--- src/rtl/lbus_burst_master.sv ---
module lbus_burst_master #(
  parameter int DW   = 32,
  parameter int MAXW = 4
) (
  input  logic                 clk2,
  input  logic                 rst_n,
  input  logic                 req_valid,
  input  logic                 req_write,
  input  logic [DW-3:0]        req_addr,
  input  logic [1:0]           req_size,
  input  logic [MAXW*DW-1:0]   req_wdata,
  output logic                 req_ready,
  input  logic                 hold_req,
  output logic                 hold_ack,
  input  logic [DW-1:0]        bus_in,
  output logic [DW-1:0]        bus_out,
  output logic                 bus_oe,
  output logic                 ale_n,
  output logic                 ale_oe,
  output logic                 done,
  output logic [MAXW*DW-1:0]   rdata
);
  localparam int AW = DW - 2;

  typedef enum logic [1:0] {S_IDLE, S_TA, S_TD, S_HOLD} st_t;

  st_t                st;
  logic               ph;
  logic               wr;
  logic [AW-1:0]      adr;
  logic [1:0]         len;
  logic [1:0]         cnt;
  logic [MAXW*DW-1:0] wbuf;

  wire step = ph;

  assign req_ready = (st == S_IDLE) && !hold_req;
  assign hold_ack  = (st == S_HOLD);
  assign ale_oe    = (st == S_TA) || (st == S_TD);
  assign ale_n     = (st != S_TA);
  assign bus_oe    = (st == S_TA) || ((st == S_TD) && wr);
  assign bus_out   = (st == S_TA) ? {adr, len} :
                     ((st == S_TD) && wr) ? wbuf[cnt*DW +: DW] : '0;

  always_ff @(posedge clk2 or negedge rst_n)
    if (!rst_n) ph <= 1'b0;
    else        ph <= ~ph;

  always_ff @(posedge clk2 or negedge rst_n) begin
    if (!rst_n) begin
      st    <= S_IDLE;
      wr    <= 1'b0;
      adr   <= '0;
      len   <= '0;
      cnt   <= '0;
      wbuf  <= '0;
      done  <= 1'b0;
      rdata <= '0;
    end else if (step) begin
      done <= (st == S_TD) && (cnt == len);
      case (st)
        S_IDLE: begin
          if (hold_req) begin
            st <= S_HOLD;
          end else if (req_valid) begin
            st    <= S_TA;
            wr    <= req_write;
            adr   <= req_addr;
            len   <= req_size;
            wbuf  <= req_wdata;
            cnt   <= '0;
            rdata <= '0;
          end
        end
        S_TA: st <= S_TD;
        S_TD: begin
          if (!wr) rdata[cnt*DW +: DW] <= bus_in;
          if (cnt == len) st <= S_IDLE;
          else            cnt <= cnt + 2'd1;
        end
        S_HOLD: if (!hold_req) st <= S_IDLE;
        default: st <= S_IDLE;
      endcase
    end
  end
endmodule


--- config.mk ---
export PLATFORM = sky130hd
export DESIGN_NAME = lbus_burst_master
export DESIGN_NICKNAME = d
export VERILOG_FILES = /design/src/rtl/lbus_burst_master.sv
export SDC_FILE = /design/constraint.sdc
export NUM_CORES = 1
export LEC_CHECK = 0
export BUFFER_PORTS_ARGS = -buffer_cell sky130_fd_sc_hd__clkbuf_2
export CORE_MARGIN = 2
export CORE_UTILIZATION = 40
export CTS_CLUSTER_SIZE = 8
export DETAILED_ROUTE_END_ITERATION = 10
export HOLD_SLACK_MARGIN = 0.02
export PLACE_DENSITY = 0.67
export SLEW_MARGIN = 20
export SYNTH_ARGS = -nofsm -noshare
export SYNTH_HDL_FRONTEND = slang
export SYNTH_SLANG_ARGS = --single-unit
--- constraint.sdc ---
create_clock -name clk2 -period 4.2 [get_ports clk2]
set_clock_uncertainty 0.05 [all_clocks]
set_input_delay 0.42 -clock clk2 [delete_from_list [all_inputs] [get_ports clk2]]
set_output_delay 0.42 -clock clk2 [all_outputs]
set_load 0.05 [all_outputs]
==> summary.md, run 1 <==
| Metric | Value |
|---|---|
| Status | complete, no violations |
| Hpwl dp | 24800 µm |
| Synth warn | 0 |
| Relative slew slack | 37.5% |
| Unrepaired setup endpoints after global routing | no |
| Layout cells sized above 1 | 50.3% |
| Top-area cell type share of the netlist area | 56.6% |
| Pwr dens | 754 mW/mm² |
| FP Rows | 66 |
| Top post-synthesis cells by area | dfrtp_1, mux2_2, mux4_2 |
| Multiplexer area fraction after synthesis | 22.2% |
| Pre-CTS setup slack | 1.26 ns |
| Final setup viols | 0 |
| Total power | 12.4 mW |
| Combinational Power Share | 40.6% |
| Final hold vios | 0 |
| Largest area contributor in the netlist | dfrtp_1 |
| Nets | 1539 |
| Post-CTS setup buffer count | 0 |
| CP required | 3.73 ns |
| Top FF cell, synth | dfrtp_1 |
| Period utilization | 82.0% |
| Number of H-tree levels | 2 |
| Crit path kind | flop to primary output |
| Compound-Gate Fraction of Synth Area | 8.18% |
| Startpoint class of the critical path | flop |
| Area taken by multi-input logic gates | 0.00509 mm² |
| Commonest cells post-synth | dfrtp_1, mux2_2, inv_1 |
| Cell Area, Synth | 0.0130 mm² |
| Global-route wire length before repair | 55900 µm |
| DR iter-0 viols | 509 |
| Final Critical Period | 3.45 ns |
| Asr flop ratio synth | 100% |
| Die area | 0.0341 mm² |
| Placed Cells | 1729 |
| Fin Setup TNS | 0 ns |
| DR WL/cell | 20.3 µm |
| Switching share of total power | 39.7% |
| WP data arrival | 2.98 ns |
| Leak Pwr | 8.35 nW |
| Maximum Capacitance Violations | 0 |
| Critical path peak fanout | 17 |
| CTS tree | done |
| Pre-antenna DRT Iters | 4 |
| Post-synthesis register bit count | 295 |
| Synth cell types | 35 |
| Worst VDD drop | 0.530 mV |
| Final Slew Violations | 0 |
| Clock power share | 24.0% |
| CTS Buf Count | 42 |
| Clock Tree Buf Depth | 3 |
| Clock Latency Late Sink | 0.52 ns |
| EDFF count, synth | 0 |
| Non-filler cells, final | 1778 |
| Core Area | 0.0323 mm² |
| Seq pwr share | 35.4% |
| Sequential share of the synthesized area | 56.6% |
| Vias | 9363 |
| Total wire length | 36000 µm |
| Simple-gate portion of the synthesized area | 7.12% |
| Adder-cell share of the synthesized area | 0.959% |
| Global route total overflow | 0 |
| DRT antenna net count | 0 |
| Clock Pin Slew Worst Setup and Hold Paths | 0.05 ns |
| Syn Nets | 1186 |
| Starting Density | 40.4% |
| DR DRC count | 0 |
| Vias in the first global route | 9743 |
| Via density | 5.27 |
| CTS-repair resized insts | 0 |
| Largest family of logic cells by synthesized area | multiplexers |
| Initial antenna violation count | 3 |
| Top-level I/O count | 363 |
| Synth-to-Final Area Change | 26.4% |
| RD Place Congestion | 0.795 |
| Storage cell area | 0.00738 mm² |
| # fillers | 2860 |
| Total GRT Usage | 21.2% |
| Number of buffers added on ports | 362 |
| Die extent in y | 185 µm |
| Most frequent cell after synthesis | dfrtp_1 |
| Mean area per synthesized cell | 13.3 µm² |
| Fmax | 290 MHz |
| Die Wd | 185 µm |
| Int Pwr | 7.50 mW |
| Slew @ Worst Pin | 0.937 ns |
| Worst min-delay path category | input pin to flop |
| Setup ws final | 0.755 ns |
| Root Driver | clkbuf_16 |
| Net Switching | 4.94 mW |
| Largest net degree at the start of global routing | 120 |
| Clk sink count | 295 |
| Post-Synth XOR/XNOR Area | 0.134% |
| CTS Hold Bufs | 1 |
| Mapped Cells | 979 |
| CP endpoint kind | primary output |
| Min Hold Slack | 0.0726 ns |
-- per-layer routing --
metal | wire length [µm] | vias up | GRT usage, %
met3 | 3460 | 62 | 7.29
met4 | 833 | 4 | 5.95
met2 | 17100 | 359 | 35.3
met5 | 27 | - | 0
li1 | - | 4219 | -
met1 | 14600 | 4719 | 26.1
-- per-stage QoR --
step,cell area (µm²),util [%]
after floorplan,13000,-
after global placement,15400,47.6
after detailed placement,15400,47.6
after CTS,16500,51.1
after global routing,16500,51.1
final,16500,51.1
-- power by group through the flow --
stage	logic, mW	clock network (mW)	registers [mW]
after global placement	5.03	0	4.39
after detailed placement	5.09	0	4.43
after floorplan	3.28	0	4.83
after global routing	5.40	3.18	4.53
final	5.05	2.98	4.40
after CTS	5.11	3.06	4.40
-- worst max-delay path: stages (launching register included) --
cell      delay [ns]
dfrtp_1         0.41
inv_1           0.12
ha_1            0.45
nand2_1         0.19
nor2_4          0.52
buf_4           0.31
a22o_1          0.16
clkbuf_2        0.29
-- state kept, by name, summed over array words and instances (netlist names) --
register  flops
adr          30
cnt           2
done          1
len           2
ph            1
rdata       128
st            2
wbuf        128
wr            1
-- cells in the final DEF (no fill, tap or decap), types with 3 or more instances in the layout --
master	count
clkbuf_2	361
dfrtp_1	293
mux2_2	161
inv_1	75
nand4_1	64
clkbuf_16	43
nand2_1	38
and4_1	33
mux2i_1	33
mux4_2	32
a22o_1	32
a21o_1	32
o21ai_0	32
a21bo_2	32
buf_4	20
ha_1	9
buf_12	4
nor2b_1	3
o21ai_2	3
nor2_1	3
-- logic make-up (layout without fill, tap and decap cells) --
kind of cell             count (synthesis)  after routing
AND/OR/NAND/NOR                        153            153
other                                    0              1
adder cells (fa/ha/maj)                 10             10
flip-flops                             295            295
buffers and inverters                  153            509
multiplexers                           228            228
AO/OA/AOI/OAI                          138            138
XOR/XNOR                                 2              2
-- layout make-up --
cell class / instances / area share (%)
Timing Repair Buffer: 387 / 12.5
Multi-Input combinational cell: 531 / 30.9
Tap cell: 442 / 3.35
Clock buffer: 45 / 6.57
Sequential cell: 295 / 44.8
Antenna cell: 1 / 0.0152
Clock inverter: 2 / 0.197
Inverter: 75 / 1.71
-- final timing paths --
path	start	to	slack, ns	cells past startpoint
max	st[0]$_DFFE_PN0P_	bus_out[24]	0.75	7
min	req_wdata[94]	wbuf[94]$_DFFE_PN0P_	0.07	2
max reg2reg	st[0]$_DFFE_PN0P_	rdata[101]$_DFFE_PN0P_	1.47	7
min reg2reg	rdata[59]$_DFFE_PN0P_	rdata[59]$_DFFE_PN0P_	0.42	1
max in group asynchronous	rst_n	wbuf[4]$_DFFE_PN0P_	2.48	3
min in group asynchronous	rst_n	rdata[55]$_DFFE_PN0P_	0.53	2
Note: power is estimated with default switching activity, not from simulation.
==> inputs of run 2 (changes only) <==
Clock period 4.2 ns to 3.3 ns, I/O delays scaled along.
==> summary.md, run 2 (synthesis results as in run 1) <==
| Metric | Value |
|---|---|
| DP Area | 0.0154 mm² |
| Global-route wire length before repair | 62000 µm |
| Clock Tree Buf Depth | 3 |
| Slew @ Worst Pin | 0.818 ns |
| Number of buffers added on ports | 362 |
| Leak Pwr | 9.09 nW |
| Reg-to-reg endpoint | rdata[100]$_DFFE_PN0P_ |
| Unrepaired setup endpoints after global routing | no |
| Final Slew Violations | 0 |
| DR iter-0 viols | 511 |
| FP Rows | 66 |
| Layout cells sized above 1 | 45.2% |
| Min Hold Slack | 0.0391 ns |
| Critical path peak fanout | 13 |
| Final Critical Period | 3.15 ns |
| Top-level I/O count | 363 |
| Number of H-tree levels | 2 |
| Worst setup startpoint | st[0]$_DFFE_PN0P_ |
| DR WL/cell | 20.3 µm |
| Startpoint class of the critical path | flop |
| Hold depth | 3 |
| R2R Path Start | st[0]$_DFFE_PN0P_ |
| Root Driver | clkbuf_16 |
| Fmax | 318 MHz |
| Initial antenna violation count | 2 |
| Setup ws final | 0.154 ns |
| Worst min-delay path category | input pin to flop |
| CTS Buf Count | 42 |
| Nets | 1714 |
| Storage cell area | 0.00738 mm² |
| Vias | 10200 |
| Total GRT Usage | 23.3% |
| Most frequent cells in the layout | clkbuf_2, dfrtp_1, dlygate4sd3_1 |
| Relative slew slack | 45.4% |
| Core Area | 0.0323 mm² |
| Starting Density | 40.4% |
| CTS-repair resized insts | 0 |
| Pwr dens | 890 mW/mm² |
| CP required | 2.92 ns |
| Placed Cells | 1740 |
| Status | complete, no violations |
| CP endpoint kind | primary output |
| Clk sink count | 295 |
| Critical path endpoint | bus_out[24] |
| Pre-antenna DRT Iters | 4 |
| Hpwl dp | 25700 µm |
| Crit path kind | flop to primary output |
| Clock Pin Slew Worst Setup and Hold Paths | 0.05 ns |
| Commonest non-fill, non-tap cell in the layout | clkbuf_2 |
| Largest registers | rdata (128), wbuf (128), adr (30) |
| Total power | 16.2 mW |
| CTS tree | done |
| RD Place Congestion | 0.825 |
| Synth-to-Final Area Change | 39.6% |
| Fin util | 56.4% |
| DRT antenna net count | 0 |
| Period utilization | 95.3% |
| Clock Latency Late Sink | 0.53 ns |
| DR DRC count | 0 |
| Via density | 5.21 |
| Maximum Capacitance Violations | 0 |
| Die Wd | 185 µm |
| Vias in the first global route | 11100 |
| # fillers | 2641 |
| R2r worst-path depth | 8 |
| Total wire length | 39800 µm |
| WP data arrival | 2.77 ns |
| Post-CTS setup buffer count | 0 |
| Global route total overflow | 0 |
| Largest net degree at the start of global routing | 103 |
| Final hold vios | 0 |
| Pre-CTS setup slack | 0.624 ns |
| Fin area | 0.0182 mm² |
| Fin Setup TNS | 0 ns |
| Worst VDD drop | 0.592 mV |
| Die extent in y | 185 µm |
| Die area | 0.0341 mm² |
| Non-filler cells, final | 1955 |
| Final setup viols | 0 |
| Area taken by multi-input logic gates | 0.00509 mm² |
| Reg2reg setup slack | 0.70 ns |
==> run 2: cell types whose count changed in the layout (fill, tap and decap cells not counted) <==
cell	before	now
clkbuf_1	2	3
dlygate4sd3_1	1	164
nor2_2	1	2
buf_4	20	31
diode_2	1	2
==> run 2: per-layer routing <==
| layer | up-vias | GRT usage, % | part of all wire, % |
|---|---|---|---|
| met3 | 91 | 5.63 | 7.5 |
| li1 | 4573 | - | - |
| met5 | - | 0 | 0 |
| met4 | 0 | 7.90 | 3.2 |
| met1 | 5121 | 28.9 | 40 |
| met2 | 410 | 39.8 | 49 |
==> run 2: worst min-delay path by stage <==
stage	start	slack (ns)	endpoint
6_report	bus_in[7]	0.04	rdata[7]$_DFFE_PN0P_
5_1_grt	bus_in[12]	0.03	rdata[12]$_DFFE_PN0P_
4_1_cts	bus_in[13]	0.02	rdata[13]$_DFFE_PN0P_
3_5_place_dp	rst_n	0.40	rdata[25]$_DFFE_PN0P_
3_3_place_gp	rst_n	0.40	rdata[25]$_DFFE_PN0P_
2_1_floorplan	rst_n	-0.02	adr[0]$_DFFE_PN0P_
==> run 2: timing repair <==
action / CTS / global route
endpoints found under the hold margin: 257 / 0
hold buffers: 164 / 0
setup endpoints to repair: 0 / 14
==> run 2: report_power, final <==
part,internal (mW),switching (mW),leakage (nW)
logic,2.56,4.16,4.77
registers,4.88,0.801,3.77
clock network,2.30,1.52,0.547
==> run 2: cell type report <==
class | count | area share (%)
inverter | 75 | 1.55
timing repair buffer | 561 | 20.7
clock inverter | 2 | 0.179
antenna | 2 | 0.0275
multi-input combinational | 532 | 28.0
tap | 442 | 3.04
clock buffer | 46 | 5.97
sequential | 295 | 40.5
==> run 2: critical path, cell delays in order, from the launching register on <==
cell	delay, ns
dfrtp_1	0.42
inv_1	0.12
ha_1	0.15
buf_4	0.18
nand2_1	0.19
nor2_4	0.44
buf_4	0.27
a22o_1	0.17
clkbuf_2	0.28
